===== src/rtl/msi_snoop_ctrl.sv =====
module msi_snoop_ctrl #(
  parameter int ADDR_W = 8,
  parameter int DATA_W = 8,
  parameter int LINES  = 4
) (
  input  logic              clk,
  input  logic              rst_n,
  input  logic              cpu_req,
  input  logic              cpu_we,
  input  logic [ADDR_W-1:0] cpu_addr,
  input  logic [DATA_W-1:0] cpu_wdata,
  output logic [DATA_W-1:0] cpu_rdata,
  output logic              cpu_ready,
  output logic              bus_req,
  input  logic              bus_gnt,
  output logic [1:0]        bus_cmd,
  output logic [ADDR_W-1:0] bus_addr,
  output logic [DATA_W-1:0] bus_wdata,
  input  logic              bus_done,
  input  logic [DATA_W-1:0] bus_rdata,
  input  logic              snp_valid,
  input  logic [1:0]        snp_cmd,
  input  logic [ADDR_W-1:0] snp_addr,
  output logic              snp_flush,
  output logic [DATA_W-1:0] snp_data
);
  localparam int IDX_W = (LINES > 1) ? $clog2(LINES) : 1;
  localparam int TAG_W = ADDR_W - IDX_W;
  localparam logic [1:0] ST_I = 2'd0, ST_S = 2'd1, ST_M = 2'd2;
  localparam logic [1:0] CMD_NONE = 2'd0, CMD_RD = 2'd1, CMD_WR = 2'd2, CMD_WB = 2'd3;

  typedef enum logic [2:0] {F_IDLE, F_LOOK, F_VICT, F_ISSUE, F_WAIT} fsm_t;
  fsm_t fsm;

  logic [LINES-1:0][1:0] st_q;
  logic [TAG_W-1:0]      tag_q [LINES];
  logic [DATA_W-1:0]     dat_q [LINES];

  logic              r_we;
  logic [ADDR_W-1:0] r_addr;
  logic [DATA_W-1:0] r_wdata;

  logic [IDX_W-1:0] r_idx, s_idx;
  logic [TAG_W-1:0] r_tag, s_tag;
  logic hit, s_hit, s_clash, wr_en;
  logic [DATA_W-1:0] wr_val;

  assign r_idx = r_addr[IDX_W-1:0];
  assign r_tag = r_addr[ADDR_W-1:IDX_W];
  assign s_idx = snp_addr[IDX_W-1:0];
  assign s_tag = snp_addr[ADDR_W-1:IDX_W];

  assign hit     = (st_q[r_idx] != ST_I) && (tag_q[r_idx] == r_tag);
  assign s_hit   = snp_valid && (snp_cmd == CMD_RD || snp_cmd == CMD_WR) &&
                   (st_q[s_idx] != ST_I) && (tag_q[s_idx] == s_tag);
  assign s_clash = snp_valid && (s_idx == r_idx);

  assign wr_en  = (fsm == F_LOOK && !s_clash && hit && r_we && st_q[r_idx] == ST_M) ||
                  (fsm == F_WAIT && bus_done);
  assign wr_val = r_we ? r_wdata : bus_rdata;

  assign bus_req   = (fsm == F_VICT && st_q[r_idx] == ST_M) || (fsm == F_ISSUE);
  assign bus_cmd   = (fsm == F_VICT) ? CMD_WB : (fsm == F_ISSUE) ? (r_we ? CMD_WR : CMD_RD) : CMD_NONE;
  assign bus_addr  = (fsm == F_VICT) ? {tag_q[r_idx], r_idx} : r_addr;
  assign bus_wdata = dat_q[r_idx];

  always_ff @(posedge clk) begin
    if (wr_en) begin
      dat_q[r_idx] <= wr_val;
      tag_q[r_idx] <= r_tag;
    end
  end

  always_ff @(posedge clk or negedge rst_n) begin
    if (!rst_n) begin
      fsm       <= F_IDLE;
      st_q      <= '0;
      cpu_ready <= 1'b0;
      cpu_rdata <= '0;
      snp_flush <= 1'b0;
      snp_data  <= '0;
      r_we      <= 1'b0;
      r_addr    <= '0;
      r_wdata   <= '0;
    end else begin
      cpu_ready <= 1'b0;
      snp_flush <= s_hit && (st_q[s_idx] == ST_M);
      snp_data  <= dat_q[s_idx];
      if (s_hit)
        st_q[s_idx] <= (snp_cmd == CMD_RD) ? ST_S : ST_I;
      case (fsm)
        F_IDLE: if (cpu_req) begin
          r_we    <= cpu_we;
          r_addr  <= cpu_addr;
          r_wdata <= cpu_wdata;
          fsm     <= F_LOOK;
        end
        F_LOOK: if (!s_clash) begin
          if (hit && (!r_we || st_q[r_idx] == ST_M)) begin
            cpu_ready <= 1'b1;
            cpu_rdata <= r_we ? r_wdata : dat_q[r_idx];
            fsm       <= F_IDLE;
          end else if (!hit && st_q[r_idx] == ST_M) begin
            fsm <= F_VICT;
          end else begin
            fsm <= F_ISSUE;
          end
        end
        F_VICT: begin
          if (st_q[r_idx] != ST_M) begin
            fsm <= F_ISSUE;
          end else if (bus_gnt) begin
            st_q[r_idx] <= ST_I;
            fsm         <= F_ISSUE;
          end
        end
        F_ISSUE: if (bus_gnt) fsm <= F_WAIT;
        F_WAIT: if (bus_done) begin
          st_q[r_idx] <= r_we ? ST_M : ST_S;
          cpu_ready   <= 1'b1;
          cpu_rdata   <= wr_val;
          fsm         <= F_IDLE;
        end
        default: fsm <= F_IDLE;
      endcase
    end
  end
endmodule



===== config.mk =====
export PLATFORM = sky130hd
export DESIGN_NAME = msi_snoop_ctrl
export DESIGN_NICKNAME = d
export VERILOG_FILES = /design/src/rtl/msi_snoop_ctrl.sv
export SDC_FILE = /design/constraint.sdc
export NUM_CORES = 1
export LEC_CHECK = 0
export ABC_CLOCK_PERIOD_IN_PS = 3500
export BUFFER_PORTS_ARGS = -buffer_cell sky130_fd_sc_hd__buf_2
export CAP_MARGIN = 20
export CORE_MARGIN = 2
export CORE_UTILIZATION = 40
export DETAILED_ROUTE_END_ITERATION = 7
export PLACE_DENSITY = 0.61
export SLEW_MARGIN = 20
export SYNTH_ARGS = -nofsm -noshare
export SYNTH_HDL_FRONTEND = slang
export SYNTH_SLANG_ARGS = --single-unit
export TNS_END_PERCENT = 100

===== constraint.sdc =====
create_clock -name clk -period 3.5 [get_ports clk]
set_input_delay 0.7 -clock clk [delete_from_list [all_inputs] [get_ports clk]]
set_output_delay 0.7 -clock clk [all_outputs]
set_load 0.01 [all_outputs]

# == Word level (Yosys, flattened, before mapping) ==
# Memories as Yosys holds them, arrays and structs flattened. A register that Yosys moved wholly into a read port is not among the register bits.
# Index checks and enable logic that the tools add are counted.
# word_totals
ff_bits,38
in_bits,41
mem_bits_rw,56
output_inout_bits,37
n_memories,2
# op_classes
n_mux,41
n_eq_ne,18
n_reduce_logical,31
bitwise_logic,2
order_cmp,4
# memory_table
name,depth,word_bits,rd,rd_ports_with_merged_regs,write_ports,line_no,rtl
dat_q,4,8,2,1,1,37,logic [DATA_W-1:0] dat_q [LINES];
tag_q,4,6,2,0,1,36,logic [TAG_W-1:0] tag_q [LINES];
# ops
cell,n
8-bit two-way mux,10
8-bit case mux with 2 select lines,2
3-bit two-way mux,6
8-bit bitwise mux,2
1-bit logical AND,16
2-bit two-way mux,8
3-bit case mux with 5 select lines,1
6-bit equality test,2
"2-bit inequality test, second input constant",5
8-bit bitwise AND,1
2-bit binary-select mux with 2-bit select,2
2-bit demux with 2-bit select,2
8-bit NOT,1
1-bit two-way mux,7
"2-bit equality test, second input constant",3
"3-bit by 2-bit equality test with 1-bit output, second input constant",2
"2-bit by 3-bit < comparator with 1-bit output, second input constant",2
2-bit nonzero test,3
5-bit AND reduction,1
"2-bit by 1-bit >= comparator with 1-bit output, second input constant",2
1-bit logical NOT,4
1-bit logical OR,4
4-bit AND reduction,1
"3-bit by 1-bit equality test with 1-bit output, second input constant",1
other kinds (8),8

# == Logic depth before layout (Yosys ltp) ==
# depth
ltp_word,10
mapped_depth,8
mapped_depth_nobuf,8

# == Worst setup path after synthesis ==
# OpenSTA, ideal clock, no wires.
# synth_path
path_kind,register to register
startpoint,reg r_addr[0]
endpoint,"mem dat_q[0][0], enable pin"
required_ps,3097
slack_ps,186
path_stages_with_launch,9
arrival_time_ps,2911
cell_sequence,dfrtp_1 > buf_6 > buf_6 > mux4_2 > xnor2_1 > nand2_1 > nor3_4 > a41oi_1 > nor3_1
# synth_via
elab_chain_len,10
# synth_lines
item,line_no,rtl
"start, declared",40,logic [ADDR_W-1:0] r_addr;
"start signal, assigned",94,r_addr <= cpu_addr;
branches (longest 10 deep; another with memory 4 x 6 bit),n/a,
"end, declared",37,
# Parallel ways; which one is timed is not known. The select of a mux whose other input is x is not followed.

# == Final worst setup path ==
# layout_path
startpoint,reg r_addr[1]
endpoint,out bus_req
# layout_via
elab_chain_len,5
# layout_lines
item,line_no,rtl
2-bit binary-select mux with 2-bit select,62,assign bus_req = (fsm == F_VICT && st_q[r_idx] == ST_M) || (fsm == F_ISSUE);
2-bit two-way mux (implied by the code),62,
2-bit equality test,62,
1-bit logical AND,62,
1-bit logical OR,62,
"end, declared",14,"output logic bus_req,"
# Every way passes these cells. The select of a mux whose other input is x is not followed.

==> results.txt <==
Synthesized area per cell -> 14.37 sq um
CP startpoint kind -> flip-flop
Number of library cell types mapped by synthesis -> 53
Vias -> 3282
Die Width -> 116.4 um
Root buffer cell -> clkbuf_16
Final WL -> 11580 um
Max VDD drop -> 0.0002990 V
Die height -> 116.4 um
Crit-path max FO -> 18
Worst path cell trace -> buf_4, mux4_2, nor2b_1, nor2_1, nor2_1, buf_2
Via density -> 5.345
Post-synthesis async set-or-reset flop share -> 45.10%
Site Rows -> 41
Clock transition at path regs -> 0.06 ns
CP Class -> flip-flop to output port
Final #Nets -> 479
Post-Place Cells -> 598
GRT Overall Usage -> 18.09%
Post-DP HPWL -> 8279 um
Multi-input gate area -> 2042 sq um
Largest net degree at the start of global routing -> 31
Fin Setup TNS -> 0 ns
Initial antenna violation count -> 0
Slew Limit Fails -> 0
Antenna viol nets, final -> 0
Synth area leader -> edfxtp_1
Post-synth EDFFs -> 56
Main flop type after synthesis -> edfxtp_1
Per-cell routed wire length -> 18.86 um
Final Skew -> 0.006352 ns
PortBufs -> 77
Sequential cell area -> 2833 sq um
Status -> completed
Initial Util -> 40.57%
Fill cells -> 1091
CTS Hold Bufs -> 0
Pre-antenna DRT Iters -> 4
Non-filler cells, final -> 614
Clk buf depth -> 2
N_diodes -> 0
Routability Congestion -> 0.9017
Post-synth top area share -> 33.25%
CP delay by family, top -> flip-flops
CP peak stage delay -> 0.66 ns
Pwr dens -> 748.4 nW/um^2
Worst path most repeated cell -> nor2_1
Slew headroom -> 50.01%
Least-Margin Pin Slew -> 0.7499 ns
Register area share after synthesis -> 56.01%
CTS tree -> done
Fmax -> 311.5 MHz
Layout cells sized above 1 -> 39.82%
LEAKAGE -> 0.002373 uW
Cts bufs inserted -> 9
Worst Path Buf+Inv -> 2
Area delta synth->final -> 18.68%
Flops & latches, synth -> 102
Critical Path RT -> 2.80 ns
Post-CTS sizing -> 0
Total grt overflow -> 0
Commonest non-fill, non-tap cell in the layout -> buf_2
Die area -> 13560 sq um
Vias in the first global route -> 3305
Syn_nets -> 394
CP max stage cell -> dfrtp_1
Io pins -> 78
H-tree depth -> 3
Clock sinks -> 102
MaxCap Viol Count -> 0
Synth Instances -> 352
Yosys warnings -> 0
Final Setup Violations -> 0
First-pass GRT wire length -> 18090 um
Area contributors post-synth -> edfxtp_1 (33%), dfrtp_1 (23%), mux4_2 (12%)
Post-CTS Setup Bufs -> 0
Area of the core -> 12470 sq um
Hold Crit Class -> primary input to async pin
Crit. End Element -> output port
RSZ-0062 raised after global routing -> no
Starting DRT DRC Count -> 223
WP data arrival -> 2.51 ns
Final period util -> 91.73%
Period minus WS final -> 3.211 ns
Synth Cell Area -> 5057 sq um
Final Hold Fails -> 0
Drt drc -> 0
Clk Latency, worst-skew pair -> 0.34 ns
Most frequent cells in the layout -> buf_2 (77), edfxtp_1 (56), dfrtp_1 (46), mux2_2 (30), mux4_2 (26)
-- synthesized netlist by cell type (3+ instances only) --
cell type  count
a21oi_1        6
a31oi_1        4
buf_1          3
buf_4          3
buf_6          5
clkbuf_1       9
dfrtp_1       46
edfxtp_1      56
inv_1         18
mux2_2        30
mux2i_1       16
mux4_1         4
mux4_2        26
nand2_1       20
nand2b_1       5
nand3_1        3
nor2_1        16
nor3_1         4
nor3b_1        3
o21ai_0       24
o22ai_1        3
xnor2_1        9
-- layout make-up --
class | instances | share of cell area, %
Tap cell | 172 | 3.586
Inverter | 18 | 1.126
Sequential cell | 102 | 47.20
Clock inverter | 5 | 1.230
Multi-Input combinational cell | 210 | 34.02
Clock buffer | 11 | 4.044
Timing Repair Buffer | 96 | 8.797
-- per-stage QoR --
stage	total power (uW)	area, sq um	utilization [%]	setup slack [ns]	hold WS, ns
2_1_floorplan	2941	5057	-	0.1864	0.4044
3_3_place_gp	3443	5685	45.61	0.4920	0.4846
3_5_place_dp	3469	5685	45.61	0.4222	0.4961
4_1_cts	4538	6002	48.15	0.3188	0.4527
5_1_grt	4770	6002	48.15	0.1024	0.4748
6_report	4492	6002	48.15	0.2895	0.4259
-- flip-flops by register name, summed over array words and instances, names as in the netlist, 3 cells and up --
name	cells
dat_q	32
tag_q	24
cpu_rdata	8
r_addr	8
r_wdata	8
snp_data	8
st_q	8
fsm	3
-- cell families (layout without fill, tap and decap cells) --
kind of cell | after synthesis | in the layout | synth area share, %
compound gates | 56 | 56 | 7.472
xor+xnor | 11 | 11 | 1.905
fa+ha+maj | 1 | 1 | 0.2474
buf+inv | 40 | 130 | 3.983
flops | 102 | 102 | 56.01
mux | 77 | 77 | 23.73
simple gates | 65 | 65 | 6.655
-- power breakdown --
part | internal, uW | total (uW) | switching (uW)
combinational | 772 | 1620 | 846
sequential | 1570 | 1820 | 241
clock | 641 | 1060 | 417
-- metal layers --
metal / vias up / global-route usage, % / wire [um]
met4: 0 / 6.111 / 139
met5: - / 0 / 0
met2: 90 / 28.95 / 5810
met1: 1657 / 25.34 / 5080
li1: 1525 / - / -
met3: 10 / 3.010 / 550
-- worst paths after layout --
path | startpoint | endpoint | slack, ns | depth (start not counted)
min | rst_n | r_addr[5]$_DFFE_PN0P_ | 0.43 | 1
max reg2reg | r_addr[1]$_DFFE_PN0P_ | tag_q[2][5]$_DFFE_PP_ | 0.47 | 7
min in group clk | r_wdata[4]$_DFFE_PN0P_ | r_wdata[4]$_DFFE_PN0P_ | 0.51 | 1
max | r_addr[1]$_DFFE_PN0P_ | bus_req | 0.29 | 6
min reg2reg | r_wdata[4]$_DFFE_PN0P_ | r_wdata[4]$_DFFE_PN0P_ | 0.51 | 1
max in group asynchronous | rst_n | snp_data[3]$_DFF_PN0_ | 2.35 | 2
Note: power is estimated with default switching activity, not from simulation.
